$ cat config.mk
export PLATFORM = sky130hd
export DESIGN_NAME = pixel_packer
export DESIGN_NICKNAME = d
export VERILOG_FILES = /design/src/rtl/pixel_packer.sv
export SDC_FILE = /design/constraint.sdc
export NUM_CORES = 1
export LEC_CHECK = 0
export ABC_CLOCK_PERIOD_IN_PS = 3300
export BUFFER_PORTS_ARGS = -buffer_cell sky130_fd_sc_hd__buf_4
export CORE_MARGIN = 5
export CORE_UTILIZATION = 51
export DETAILED_ROUTE_END_ITERATION = 16
export PLACE_DENSITY = 0.79
export REMOVE_ABC_BUFFERS = 1
export SLEW_MARGIN = 20
export SYNTH_ARGS = -nofsm -noshare
export SYNTH_HDL_FRONTEND = slang
export SYNTH_SLANG_ARGS = --single-unit
$ cat constraint.sdc
create_clock -name clk -period 3.3 [get_ports clk]
set_input_delay 0.66 -clock clk [delete_from_list [all_inputs] [get_ports clk]]
set_output_delay 0.66 -clock clk [all_outputs]
set_load 0.01 [all_outputs]
$ cat src/rtl/pixel_packer.sv
module pixel_packer (
  input  logic        clk,
  input  logic        rst_n,
  input  logic [3:0]  fmt_sel,
  input  logic        alpha_keep,
  input  logic        alpha_flip,
  input  logic [3:0]  lane_en,
  input  logic        in_valid,
  output logic        in_ready,
  input  logic [31:0] in_pixel,
  input  logic        in_last,
  output logic        out_valid,
  input  logic        out_ready,
  output logic [31:0] out_data,
  output logic [3:0]  out_strb,
  output logic        out_last,
  output logic        fmt_err
);

  logic [7:0]  ch_a, ch_r, ch_g, ch_b, a_val;
  logic [31:0] pix_word;
  logic [2:0]  pix_n;
  logic        fmt_bad;

  logic [23:0] pend;
  logic [1:0]  pend_n;
  logic        flush_pend;

  logic [55:0] comb;
  logic [2:0]  total;
  logic        out_free, take;

  assign ch_a = in_pixel[31:24];
  assign ch_r = in_pixel[23:16];
  assign ch_g = in_pixel[15:8];
  assign ch_b = in_pixel[7:0];

  assign a_val = alpha_keep ? (alpha_flip ? ~ch_a : ch_a) : {8{alpha_flip}};

  always_comb begin
    pix_word = '0;
    pix_n    = 3'd0;
    fmt_bad  = 1'b0;
    case (fmt_sel)
      4'd0:  begin pix_word = {16'b0, a_val[7:4], ch_b[7:4], ch_g[7:4], ch_r[7:4]}; pix_n = 3'd2; end
      4'd1:  begin pix_word = {16'b0, a_val[7:4], ch_r[7:4], ch_g[7:4], ch_b[7:4]}; pix_n = 3'd2; end
      4'd2:  begin pix_word = {16'b0, ch_b[7:4], ch_g[7:4], ch_r[7:4], a_val[7:4]}; pix_n = 3'd2; end
      4'd3:  begin pix_word = {16'b0, ch_r[7:4], ch_g[7:4], ch_b[7:4], a_val[7:4]}; pix_n = 3'd2; end
      4'd6:  begin pix_word = {16'b0, ch_b[7:3], ch_g[7:2], ch_r[7:3]}; pix_n = 3'd2; end
      4'd7:  begin pix_word = {16'b0, ch_r[7:3], ch_g[7:2], ch_b[7:3]}; pix_n = 3'd2; end
      4'd8:  begin pix_word = {8'b0, ch_b, ch_g, ch_r}; pix_n = 3'd3; end
      4'd9:  begin pix_word = {8'b0, ch_r, ch_g, ch_b}; pix_n = 3'd3; end
      4'd12: begin pix_word = {a_val, ch_b, ch_g, ch_r}; pix_n = 3'd4; end
      4'd13: begin pix_word = {a_val, ch_r, ch_g, ch_b}; pix_n = 3'd4; end
      4'd14: begin pix_word = {ch_b, ch_g, ch_r, a_val}; pix_n = 3'd4; end
      4'd15: begin pix_word = {ch_r, ch_g, ch_b, a_val}; pix_n = 3'd4; end
      default: fmt_bad = 1'b1;
    endcase
  end

  function automatic logic [3:0] lanes_of(input logic [2:0] n);
    case (n)
      3'd0:    lanes_of = 4'b0000;
      3'd1:    lanes_of = 4'b0001;
      3'd2:    lanes_of = 4'b0011;
      3'd3:    lanes_of = 4'b0111;
      default: lanes_of = 4'b1111;
    endcase
  endfunction

  assign comb     = {32'b0, pend} | ({24'b0, pix_word} << {pend_n, 3'b000});
  assign total    = {1'b0, pend_n} + pix_n;
  assign out_free = !out_valid || out_ready;
  assign in_ready = out_free && !flush_pend;
  assign take     = in_valid && in_ready;

  always_ff @(posedge clk) begin
    if (!rst_n) begin
      out_valid  <= 1'b0;
      out_data   <= '0;
      out_strb   <= '0;
      out_last   <= 1'b0;
      pend       <= '0;
      pend_n     <= '0;
      flush_pend <= 1'b0;
      fmt_err    <= 1'b0;
    end else begin
      if (out_valid && out_ready) out_valid <= 1'b0;
      if (flush_pend && out_free) begin
        out_valid  <= 1'b1;
        out_data   <= {8'b0, pend};
        out_strb   <= lanes_of({1'b0, pend_n}) & lane_en;
        out_last   <= 1'b1;
        pend       <= '0;
        pend_n     <= '0;
        flush_pend <= 1'b0;
      end else if (take) begin
        if (fmt_bad) fmt_err <= 1'b1;
        if (total >= 3'd4) begin
          out_valid  <= 1'b1;
          out_data   <= comb[31:0];
          out_strb   <= lane_en;
          out_last   <= in_last && (total == 3'd4);
          pend       <= comb[55:32];
          pend_n     <= 2'(total - 3'd4);
          flush_pend <= in_last && (total > 3'd4);
        end else if (in_last && total != 3'd0) begin
          out_valid  <= 1'b1;
          out_data   <= {8'b0, comb[23:0]};
          out_strb   <= lanes_of(total) & lane_en;
          out_last   <= 1'b1;
          pend       <= '0;
          pend_n     <= '0;
        end else begin
          pend   <= comb[23:0];
          pend_n <= total[1:0];
        end
      end
    end
  end

endmodule


==> key figures <==
Logic synthesis
  • Dominant synthesized flop cell: dfxtp_1
  • EDFF count, synth: 0
  • Mean Syn Cell Area: approximately 7.7 um^2
  • Syn Inst Count: 614
  • Synth Register Bits: between 60 and 70
  • Synth Warn #: 0
  • Mapped Area: ~4700 um^2
  • Register area share after synthesis: 27.8%
  • Yosys cell types: 78
  • Ys async rst share: 0%

Placed design
  • # port buffers: between 80 and 90
  • DP Area: around 5600 um^2
  • Post-DP HPWL: 13500 um
  • Placer congestion estimate: roughly 1.0
  • Placed Cells incl. Taps: between 700 and 800
  • Setup WS pre-CTS: approximately 0.07 ns

STA
  • Max Clk Rate: about 350 MHz
  • Final hold vios: 0
  • Unrepaired setup endpoints after global routing: false
  • Worst slew pin tran: between 0.7 and 0.8 ns
  • Slew Limit Fails: 0
  • Slew HR: between 40% and 50%
  • Post-route clock period utilization: 87.0%
  • Setup violations, final: 0
  • Crit path time final: approximately 2.9 ns
  • Worst Skew: roughly 0.0086 ns
  • Final worst setup slack: about 0.43 ns

Floorplan
  • Io pins: 87
  • Die ar.: about 11000 um^2
  • Num rows: 35
  • Starting Density: between 50% and 60%
  • Die span in y: 106 um
  • Core box area: 9150 um^2
  • Width of the die: roughly 110 um

Detailed routing
  • DRT Wirelength: roughly 18000 um
  • Detailed-route DRC error count: 0
  • Routed Antenna Nets: 0
  • DR pass1 iterations: 5
  • Via Count: approximately 5600
  • Initial DRC count: around 530
  • Post-DR wirelength/cell: roughly 22 um
  • Routed vias/inst: 6.87

Clocking
  • Clock Tree Buf Depth: 2
  • Cts bufs inserted: 9
  • Num Clock Sinks: between 60 and 70
  • Clock tree from TritonCTS: done
  • Clock latency on the worst-skew pair: about 0.36 ns
  • H-tree depth: 3
  • Clock root cell: clkbuf_8
  • CTS Hold Bufs: 0
  • Cts repair resizes: 0
  • Post-CTS Setup Inserts: 0
  • Reg clk slew, reported paths: 0.07 ns

Pwr
  • Total power: about 2.4 mW
  • LEAKAGE: 2.35 nW
  • PwrDens: approximately 410 nW/um^2
  • Peak ir drop on the vdd network: roughly 350 uV

Layout
  • Antenna fix cells: 0
  • Area growth syn-to-layout: 21.9%
  • Storage element area: 1320 um^2
  • Fill count: roughly 830
  • Share of layout cells above drive strength 1: 24.3%
  • Design area: approximately 5800 um^2
  • Final Non-Filler Cells: around 800
  • Multi-input logic area: 3150 um^2
  • Final nets: 748

Worst setup path
  • CP arrival: roughly 3.1 ns
  • Crit path max fanout: 44
  • FF-to-FF path depth: 9
  • R2R Setup Slk: around 0.74 ns
  • CP Capture Type: flop
  • Setup CP Type: in -> reg
  • Reg2Reg Capture Point: out_strb[1]
  • CP startpoint kind: input port
  • RR Startpoint: pend_n[1]
  • Req. time, crit path: 3.55 ns

Flow run
  • Max_cap viols: 0

GRT
  • Gr usage total: between 30% and 40%
  • Largest net degree at the start of global routing: 45
  • Vias in the first global route: roughly 5400
  • First-pass GRT wire length: 28900 um
  • GRT overflow: 0
  • Antenna violations before repair: 0

Worst hold path
  • HP Class: reg -> reg
  • Hold Startpoint: out_strb[0]
  • Hold depth: 2
  • Worst hold endpoint: out_strb[0]

Status
  • Status: complete, no violations
-- stage by stage --
stage / TNS [ns] / hold WS (ns) / util [%]
CTS: 0 / 0.455 / 63.2
global route: 0 / 0.492 / 63.2
detailed placement: 0 / 0.447 / 61.4
global placement: 0 / 0.443 / 61.4
floorplan: -2.55 / 0.458 / -
finish: 0 / 0.454 / 63.2
-- worst max-delay path, cell delays in order --
cell and delay [ns]:
buf_4 0.08, buf_4 0.37, nand2_1 0.10, nand2_1 0.12, fa_1 0.20, a21boi_0 0.53
a2bb2oi_1 0.31, nor2_1 0.15, buf_4 0.20, a22o_1 0.18, a22oi_1 0.15, nor2_1 0.06
-- logic make-up after synthesis --
kind of cell             count (synthesis)  share of synthesized area, %
AO/OA/AOI/OAI                          250                          37.2
XOR/XNOR                                12                          2.21
adder cells (fa/ha/maj)                  2                         0.685
buffers and inverters                   64                          5.85
flip-flops                              66                          27.8
multiplexers                            23                          5.32
AND/OR/NAND/NOR                        197                          20.8
-- sequential cells by signal (all words and copies together) (netlist names) --
name	count
out_data	32
pend	24
out_strb	4
pend_n	2
flush_pend	1
fmt_err	1
out_last	1
out_valid	1
-- cells in the mapped netlist, types with 5 or more instances --
| cell | count | area (um^2) |
|---|---|---|
| nand2b_1 | 7 | 43.8 |
| o211ai_1 | 12 | 90.1 |
| a31oi_1 | 12 | 75.1 |
| o21ai_0 | 46 | 230 |
| nor2_1 | 51 | 191 |
| o221ai_1 | 15 | 131 |
| buf_2 | 12 | 60.1 |
| xor2_1 | 9 | 78.8 |
| a211oi_1 | 9 | 67.6 |
| clkbuf_1 | 35 | 131 |
| mux2i_1 | 17 | 170 |
| o22ai_1 | 11 | 68.8 |
| nor3_1 | 16 | 80.1 |
| a2bb2oi_1 | 5 | 43.8 |
| nand3_1 | 25 | 125 |
| dfxtp_1 | 66 | 1320 |
| nand4_1 | 6 | 37.5 |
| nand3b_1 | 5 | 37.5 |
| o2111ai_1 | 6 | 52.6 |
| o2bb2ai_1 | 6 | 52.6 |
| o31ai_1 | 8 | 60.1 |
| a21oi_1 | 53 | 265 |
| nand2_1 | 45 | 169 |
| a221oi_1 | 10 | 87.6 |
| nor2b_1 | 6 | 37.5 |
| and3_1 | 8 | 50.1 |
| inv_1 | 9 | 33.8 |
-- metal layers --
metal / wire (um) / vias to the layer above / GRT usage [%]
met3: 1760 / 73 / 7.71
met4: 887 / 0 / 13.9
met2: 8060 / 364 / 49.5
li1: - / 2551 / -
met5: 0 / - / 0
met1: 7450 / 2613 / 42.9
-- area by class of cell --
| type | count | share of cell area [%] |
|---|---|---|
| Timing Repair Buffer | 127 | 16.7 |
| Inverter | 11 | 0.714 |
| Multi-Input combinational cell | 484 | 54.4 |
| Clock inverter | 5 | 0.519 |
| Clock buffer | 11 | 2.44 |
| Tap cell | 111 | 2.40 |
| Sequential cell | 66 | 22.8 |
-- power by group --
group | total (mW) | internal [mW] | switching (mW)
combinational | 0.822 | 0.332 | 0.490
sequential | 0.913 | 0.867 | 0.0460
clock | 0.617 | 0.289 | 0.328
-- layout by cell type (no fill, tap or decap), types with 10 or more instances in the layout --
| cell | netlist | final |
|---|---|---|
| nor3_1 | 16 | 16 |
| dfxtp_1 | 66 | 66 |
| a31oi_1 | 12 | 12 |
| a221oi_1 | 10 | 10 |
| nand3_1 | 25 | 25 |
| a21oi_1 | 53 | 53 |
| o221ai_1 | 15 | 15 |
| o22ai_1 | 11 | 11 |
| nand2_1 | 45 | 45 |
| clkbuf_8 | 0 | 10 |
| mux2i_1 | 17 | 17 |
| o21ai_0 | 46 | 46 |
| o211ai_1 | 12 | 12 |
| buf_4 | 4 | 126 |
| nor2_1 | 51 | 51 |
-- how the worst max path moves through the flow --
stage                     startpoint           end  slack [ns]  cells past startpoint
final                     fmt_sel[3]   out_strb[1]        0.43                     12
after CTS                 fmt_sel[3]   out_strb[1]        0.46                     12
after global routing      fmt_sel[1]       pend[0]        0.22                     12
after floorplan            pend_n[0]  out_data[19]       -0.18                      9
after detailed placement  fmt_sel[1]       pend[0]        0.07                     11
after global placement    fmt_sel[1]      pend[17]        0.07                     11
No activity file was read; power rests on OpenSTA's default activity.
